`src/rtl/pwm_sync_pkg.sv`:
```
package pwm_sync_pkg;
  // control word bit positions
  localparam int CTL_SWREQ   = 0;
  localparam int CTL_LIMIT   = 1;
  localparam int CTL_ALT     = 2;
  localparam int CTL_INIT    = 3;
  localparam int CTL_REINIT  = 4;
  localparam int CTL_W       = 5;

  // register addresses
  localparam int ADR_MOD   = 0;
  localparam int ADR_MASK  = 1;
  localparam int ADR_CTL   = 2;
  localparam int ADR_INIT  = 3;
  localparam int ADR_CMP0  = 4;

  typedef struct packed {
    logic per_cmp;   // period and compare group
    logic msk_cnt;   // mask and counter reinit group
  } grant_t;

  // which update groups an event of each class may touch
  function automatic grant_t sync_grant(input logic sw_ev, input logic hw_ev,
                                        input logic limit, input logic alt);
    logic split;
    grant_t g;
    split     = limit & ~alt;
    g.per_cmp = sw_ev | (hw_ev & ~split);
    g.msk_cnt = hw_ev | (sw_ev & ~split);
    return g;
  endfunction
endpackage

```
`src/rtl/pwm_sync_trig.sv`:
```
module pwm_sync_trig #(
  parameter int NTRIG = 3
) (
  input  logic             clk,
  input  logic             rst_n,
  input  logic [NTRIG-1:0] trig_i,
  output logic [NTRIG-1:0] pulse_o
);
  logic [NTRIG-1:0] prev_q;

  for (genvar t = 0; t < NTRIG; t++) begin : g_edge
    always_ff @(posedge clk or negedge rst_n) begin
      if (!rst_n) begin
        prev_q[t]  <= 1'b0;
        pulse_o[t] <= 1'b0;
      end else begin
        prev_q[t]  <= trig_i[t];
        pulse_o[t] <= trig_i[t] & ~prev_q[t];
      end
    end

    // an edge yields exactly one pulse cycle
    p_single_pulse_r3: assert property (@(posedge clk) disable iff (!rst_n)
      pulse_o[t] |=> !pulse_o[t]);
  end
endmodule

```
`src/rtl/pwm_sync_shadow.sv`:
```
module pwm_sync_shadow #(
  parameter int NCH = 4,
  parameter int CW  = 16
) (
  input  logic              clk,
  input  logic              rst_n,
  input  logic              wr_mod,
  input  logic              wr_mask,
  input  logic [NCH-1:0]    wr_cmp,
  input  logic [CW-1:0]     wdata,
  input  logic              upd_pc,
  input  logic              upd_mk,
  output logic [CW-1:0]     buf_mod,
  output logic [NCH-1:0]    buf_mask,
  output logic [NCH*CW-1:0] buf_cmp,
  output logic [CW-1:0]     act_mod,
  output logic [NCH-1:0]    act_mask,
  output logic [NCH*CW-1:0] act_cmp
);
  always_ff @(posedge clk or negedge rst_n) begin
    if (!rst_n) begin
      buf_mod  <= '0;
      buf_mask <= '0;
      act_mod  <= '0;
      act_mask <= '0;
    end else begin
      if (wr_mod)  buf_mod  <= wdata;
      if (wr_mask) buf_mask <= wdata[NCH-1:0];
      if (upd_pc)  act_mod  <= buf_mod;
      if (upd_mk)  act_mask <= buf_mask;
    end
  end

  for (genvar c = 0; c < NCH; c++) begin : g_ch
    always_ff @(posedge clk or negedge rst_n) begin
      if (!rst_n) begin
        buf_cmp[c*CW +: CW] <= '0;
        act_cmp[c*CW +: CW] <= '0;
      end else begin
        if (wr_cmp[c]) buf_cmp[c*CW +: CW] <= wdata;
        if (upd_pc)    act_cmp[c*CW +: CW] <= buf_cmp[c*CW +: CW];
      end
    end

    // compare active value moves only with a granted event
    p_cmp_hold_r1: assert property (@(posedge clk) disable iff (!rst_n)
      !upd_pc |=> $stable(act_cmp[c*CW +: CW]));
  end

  // period and mask hold without a granted event
  p_mod_hold_r1: assert property (@(posedge clk) disable iff (!rst_n)
    !upd_pc |=> $stable(act_mod));
  p_mask_hold_r1: assert property (@(posedge clk) disable iff (!rst_n)
    !upd_mk |=> $stable(act_mask));
endmodule

```
`src/rtl/pwm_sync_ctrl.sv`:
```
module pwm_sync_ctrl
  import pwm_sync_pkg::*;
#(
  parameter int NCH = 4
) (
  input  logic             clk,
  input  logic             rst_n,
  input  logic             wr_ctl,
  input  logic             wr_init,
  input  logic [CTL_W-1:0] ctl_data,
  input  logic [NCH-1:0]   init_data,
  input  logic             hw_ev,
  output logic             swreq_q,
  output logic             limit_q,
  output logic             alt_q,
  output logic             reinit_en_q,
  output logic [NCH-1:0]   init_q,
  output logic [NCH-1:0]   ch_out,
  output logic             upd_pc,
  output logic             upd_mk,
  output logic             cnt_reinit
);
  grant_t grant;
  logic   sw_set;
  logic   init_cmd;

  assign sw_set   = wr_ctl & ctl_data[CTL_SWREQ];
  assign init_cmd = wr_ctl & ctl_data[CTL_INIT];
  assign grant    = sync_grant(swreq_q, hw_ev, limit_q, alt_q);
  assign upd_pc   = grant.per_cmp;
  assign upd_mk   = grant.msk_cnt;

  always_ff @(posedge clk or negedge rst_n) begin
    if (!rst_n) begin
      swreq_q     <= 1'b0;
      limit_q     <= 1'b0;
      alt_q       <= 1'b0;
      reinit_en_q <= 1'b0;
      init_q      <= '0;
      ch_out      <= '0;
      cnt_reinit  <= 1'b0;
    end else begin
      // a new request wins over the clear of an applied one
      if (sw_set)       swreq_q <= 1'b1;
      else if (swreq_q) swreq_q <= 1'b0;
      if (wr_ctl) begin
        limit_q     <= ctl_data[CTL_LIMIT];
        alt_q       <= ctl_data[CTL_ALT];
        reinit_en_q <= ctl_data[CTL_REINIT];
      end
      if (wr_init)  init_q <= init_data;
      if (init_cmd) ch_out <= init_q;
      cnt_reinit <= upd_mk & reinit_en_q;
    end
  end

  // the request clears itself after one applied cycle
  p_swreq_clear_r2: assert property (@(posedge clk) disable iff (!rst_n)
    (swreq_q && !sw_set) |=> !swreq_q);
  // a restricted software event never touches the mask group
  p_limit_sw_r5: assert property (@(posedge clk) disable iff (!rst_n)
    (limit_q && !alt_q && !hw_ev) |-> !upd_mk);
  // reinit follows only a granted mask group with enable set
  p_reinit_src_r7: assert property (@(posedge clk) disable iff (!rst_n)
    cnt_reinit |-> $past(upd_mk && reinit_en_q));
  // init command copies the init register
  p_init_load_r8: assert property (@(posedge clk) disable iff (!rst_n)
    init_cmd |=> ch_out == $past(init_q));
  p_init_keep_r8: assert property (@(posedge clk) disable iff (!rst_n)
    !init_cmd |=> $stable(ch_out));
endmodule

```
`src/rtl/pwm_sync_regs.sv`:
```
module pwm_sync_regs
  import pwm_sync_pkg::*;
#(
  parameter int NCH   = 4,
  parameter int CW    = 16,
  parameter int NTRIG = 3,
  parameter int AW    = 4   // needs ADR_CMP0 + NCH <= 2**AW, NCH and CTL_W <= CW
) (
  input  logic              clk,
  input  logic              rst_n,
  input  logic              wr_en,
  input  logic [AW-1:0]     wr_addr,
  input  logic [CW-1:0]     wr_data,
  input  logic [AW-1:0]     rd_addr,
  output logic [CW-1:0]     rd_data,
  input  logic [NTRIG-1:0]  hw_trig,
  output logic [CW-1:0]     act_mod,
  output logic [NCH*CW-1:0] act_cmp,
  output logic [NCH-1:0]    act_mask,
  output logic [NCH-1:0]    ch_out,
  output logic              cnt_reinit
);
  logic [NTRIG-1:0]  hw_pulse;
  logic              hw_ev;
  logic              wr_mod, wr_mask, wr_ctl, wr_init;
  logic [NCH-1:0]    wr_cmp;
  logic              upd_pc, upd_mk;
  logic              swreq_q, limit_q, alt_q, reinit_en_q;
  logic [NCH-1:0]    init_q;
  logic [CW-1:0]     buf_mod;
  logic [NCH-1:0]    buf_mask;
  logic [NCH*CW-1:0] buf_cmp;
  logic [CTL_W-1:0]  ctl_view;

  assign wr_mod  = wr_en && (wr_addr == AW'(ADR_MOD));
  assign wr_mask = wr_en && (wr_addr == AW'(ADR_MASK));
  assign wr_ctl  = wr_en && (wr_addr == AW'(ADR_CTL));
  assign wr_init = wr_en && (wr_addr == AW'(ADR_INIT));
  for (genvar c = 0; c < NCH; c++) begin : g_wsel
    assign wr_cmp[c] = wr_en && (wr_addr == AW'(ADR_CMP0 + c));
  end

  assign hw_ev = |hw_pulse;

  pwm_sync_trig #(.NTRIG(NTRIG)) u_trig (
    .clk(clk), .rst_n(rst_n), .trig_i(hw_trig), .pulse_o(hw_pulse)
  );

  pwm_sync_ctrl #(.NCH(NCH)) u_ctrl (
    .clk(clk), .rst_n(rst_n), .wr_ctl(wr_ctl), .wr_init(wr_init),
    .ctl_data(wr_data[CTL_W-1:0]), .init_data(wr_data[NCH-1:0]),
    .hw_ev(hw_ev), .swreq_q(swreq_q), .limit_q(limit_q), .alt_q(alt_q),
    .reinit_en_q(reinit_en_q), .init_q(init_q), .ch_out(ch_out),
    .upd_pc(upd_pc), .upd_mk(upd_mk), .cnt_reinit(cnt_reinit)
  );

  pwm_sync_shadow #(.NCH(NCH), .CW(CW)) u_shadow (
    .clk(clk), .rst_n(rst_n), .wr_mod(wr_mod), .wr_mask(wr_mask),
    .wr_cmp(wr_cmp), .wdata(wr_data), .upd_pc(upd_pc), .upd_mk(upd_mk),
    .buf_mod(buf_mod), .buf_mask(buf_mask), .buf_cmp(buf_cmp),
    .act_mod(act_mod), .act_mask(act_mask), .act_cmp(act_cmp)
  );

  always_comb begin
    ctl_view             = '0;
    ctl_view[CTL_SWREQ]  = swreq_q;
    ctl_view[CTL_LIMIT]  = limit_q;
    ctl_view[CTL_ALT]    = alt_q;
    ctl_view[CTL_REINIT] = reinit_en_q;
  end

  always_comb begin
    rd_data = '0;
    if (rd_addr == AW'(ADR_MOD))  rd_data = buf_mod;
    if (rd_addr == AW'(ADR_MASK)) rd_data = CW'(buf_mask);
    if (rd_addr == AW'(ADR_CTL))  rd_data = CW'(ctl_view);
    if (rd_addr == AW'(ADR_INIT)) rd_data = CW'(init_q);
    for (int c = 0; c < NCH; c++)
      if (rd_addr == AW'(ADR_CMP0 + c)) rd_data = buf_cmp[c*CW +: CW];
  end

  // any hardware pulse loads the mask in every mode
  p_hw_mask_r3: assert property (@(posedge clk) disable iff (!rst_n)
    hw_ev |=> act_mask == $past(buf_mask));
  // a pending software request loads the period in every mode
  p_sw_mod_r2: assert property (@(posedge clk) disable iff (!rst_n)
    swreq_q |=> act_mod == $past(buf_mod));
endmodule

```
`config.mk`:
```
export PLATFORM = sky130hd
export DESIGN_NAME = pwm_sync_regs
export DESIGN_NICKNAME = d
export VERILOG_FILES = /design/src/rtl/pwm_sync_pkg.sv /design/src/rtl/pwm_sync_trig.sv /design/src/rtl/pwm_sync_shadow.sv /design/src/rtl/pwm_sync_ctrl.sv /design/src/rtl/pwm_sync_regs.sv
export SDC_FILE = /design/constraint.sdc
export NUM_CORES = 1
export LEC_CHECK = 0
export BUFFER_PORTS_ARGS = -buffer_cell sky130_fd_sc_hd__buf_4
export CORE_ASPECT_RATIO = 1.75
export CORE_MARGIN = 2
export CORE_UTILIZATION = 34
export DETAILED_ROUTE_END_ITERATION = 12
export GPL_TIMING_DRIVEN = 0
export HOLD_SLACK_MARGIN = 0.03
export PLACE_DENSITY = 0.58
export SLEW_MARGIN = 20
export SYNTH_ARGS = -nofsm -noshare
export SYNTH_HDL_FRONTEND = slang
export SYNTH_SLANG_ARGS = --single-unit
```
`constraint.sdc`:
```
create_clock -name clk -period 2.3 [get_ports clk]
set_clock_uncertainty 0.2 [all_clocks]
set_input_delay 0.115 -clock clk [delete_from_list [all_inputs] [get_ports clk]]
set_output_delay 0.115 -clock clk [all_outputs]
set_load 0.02 [all_outputs]
```
==> out/metrics.cfg <==
[detailed_routing]
drtAntennaViolNets=0
vias=5222
drt_iter0_markers=294
route.detailed.drc=0
drt-wirelength-per-cell_microns=21.09
routed_via_density=5.045
drt_first_pass_iters=4
wl_mm=21.83

[die]
chipHeight_microns=205.3
start_util_pct=34.60
die_area_sq_um=24420
num_rows=73
coreArea_sq_um=22740
dieWidth_microns=119
io_pins=135

[final_layout]
fin_util_pct=44.49
drive_above_1_share_pct=49.66
fin_area_sq_um=10120
synthToLayoutAreaGrowth_pct=28.59
diodes=0
fin_nets=752

[synthesis]
syn_nets=574
yosysMostFrequentCell=dfrtp_1
yosysWarningCount=0
yosysTopAreaCell=dfrtp_1
synth_fa_ha_area_share_pct=0
synthMuxAreaShare_pct=27.52
synth-simple-area-share_pct=4.675
synth_compound_area_share_pct=5.836
yosysSeqAreaShare_pct=59.47
synth.distinct_cells=42
syn-cell-area_sq_um=7869
ys_ff_latch=187
yosysTopAreaCellShare_pct=59.47
synth_top_cells_by_count=dfrtp_1 (187), mux2_2 (170), a21oi_1 (20)
synth_top_family_by_area=multiplexers
synth_area_leaders=dfrtp_1 (59%), mux2_2 (24%), mux2i_1 (1.9%)
synth_cells=544
synth_edf_count=0
synth-async-reset-ratio_pct=100.0
synthFlopType=dfrtp_1
avgSynthCellArea_sq_um=14.46
synth_xor_area_share_pct=0

[critical_path]
reg2reg_depth=4
arrival_ps=1870
worstSetupStartpoint=u_ctrl.reinit_en_q
r2r_end=u_shadow.act_mod[9]
endpoint_kind=primary output
startpoint_type=register
reg2reg_from=u_trig.pulse_o[1]
critPathMaxFanout=3
cp_data_required_time_ps=1990
endpoint=rd_data[4]
rrSetupSlack_ps=110
criticalPathCategory=register to primary output

[sta]
slew-limit-headroom_pct=49.78
maxSlewViolCount=0
timing.final.crit_share_pct=95.16
finalHoldViolCount=0
grt_setup_unrepaired=false
worstMarginPinSlew_ps=753.4
min_period_ps=2189
setup_viol=0
fmax_mhz=456.9

[clocking]
cts_tree=yes
clockBufferDepth=2
clk_latency_ps=440
postCtsSetupBuffers=0
numClockSinks=187
root_buffer=clkbuf_16
htreeDepth=4
numCtsBuffers=17
post_cts_resized=0
hold_buffers=25
clkTransAtPathRegs_ps=70

[placed_design]
place_congestion=0.8456
place_area_sq_um=9278
dp_hpwl_mm=16.50
port_buffers=133

[global_route]
grt_start_max_net_pins=101
grt_pass1_vias=5674
overflow=0
grt_pass1_wl_mm=33.20
grt_usage_pct=18.28
antenna_found_initial=0

[worst_hold_path]
hold_class=primary input to async pin

[outcome]
status=finished, final reports clean

[pwr]
p_leak_nw=4.621
ir_worst_vdd_mv=0.7435
powerDensity_nw_per_um2=1140

[job]
drv_cap=0

-- cell families after synthesis --
| family | after synthesis |
|---|---|
| mux | 193 |
| flops | 187 |
| compound gates | 72 |
| simple gates | 59 |
| buf+inv | 33 |
-- cell usage in the layout (no fill, tap or decap), types with 5 or more instances in the layout --
cell type and n:
dfrtp_1 187, mux2_2 170, buf_4 136, dlygate4sd3_1 25
a21oi_1 20, clkbuf_16 17, o21ai_0 16, mux2i_1 15
nand2_1 13, o22ai_1 11, clkbuf_1 10, buf_2 10
nor2b_1 8, nor2_1 8, mux2_1 7, nor3_1 6
o21a_1 6, buf_6 6, a22o_1 5
-- flip-flops by register name (all words and copies together) (netlist names), 3 cells and up --
register / flops
u_shadow.act_cmp: 64
u_shadow.act_mod: 16
u_trig.pulse_o: 3
u_trig.prev_q: 3
u_shadow.buf_mask: 4
u_shadow.buf_cmp: 64
u_shadow.buf_mod: 16
u_ctrl.ch_out: 4
u_ctrl.init_q: 4
u_shadow.act_mask: 4
-- stage by stage --
step / setup WS [ps] / power (W) / std cells / hold slack, ps / TNS (ps)
after CTS: 98.13 / 0.01168 / 1035 / 134.0 / 0
after global routing: 29.97 / 0.01209 / 1035 / 148.7 / 0
final: 111.4 / 0.01153 / 1035 / 101.3 / 0
after detailed placement: 117.9 / 0.008717 / 978 / 18.81 / 0
after floorplan: 406.6 / 0.006906 / 544 / -380.6 / 0
after global placement: -190.7 / 0.008590 / 977 / 34.23 / -30440
-- worst min-delay path by stage --
stage,start,to,slack [ps],depth (start not counted)
final,rst_n,u_shadow.act_cmp[32],100,2
after global routing,hw_trig[1],u_trig.prev_q[1],150,2
after CTS,hw_trig[2],u_trig.prev_q[2],130,2
after detailed placement,rst_n,u_shadow.act_cmp[32],20,1
after global placement,hw_trig[1],u_trig.prev_q[1],30,1
after floorplan,rst_n,u_ctrl.alt_q,-380,0
-- power by group --
part / total (W) / internal (W) / switching, W / leakage, nW
logic: 0.00358 / 0.00181 / 0.00177 / 2.04
clock network: 0.00292 / 0.00162 / 0.00130 / 0.277
registers: 0.00503 / 0.00429 / 0.000744 / 2.30
-- area by class of cell --
| class | instances | area, sq um |
|---|---|---|
| fillers | 2114 | 12620 |
| flip-flops and latches | 187 | 4679 |
| multi-input cells | 324 | 2993 |
| repair buffers | 159 | 1284 |
| clock buffers | 22 | 484.2 |
| well taps | 300 | 375.4 |
| plain buffers | 29 | 181.4 |
| clock inverters | 10 | 106.4 |
| inverters | 4 | 15.01 |
-- critical path, stage by stage, from the launching register on --
cell	delay, ps
dfrtp_1	420
o21ai_0	100
a211oi_1	310
a21oi_1	130
o21ai_0	290
buf_4	200
-- per-layer routing --
metal	GRT usage, %	part of all wire, %
met5	0	0
met1	19.68	37
met3	3.243	3.8
met2	34.67	56
met4	7.823	3.2
Power figures use the tool's default switching activity.
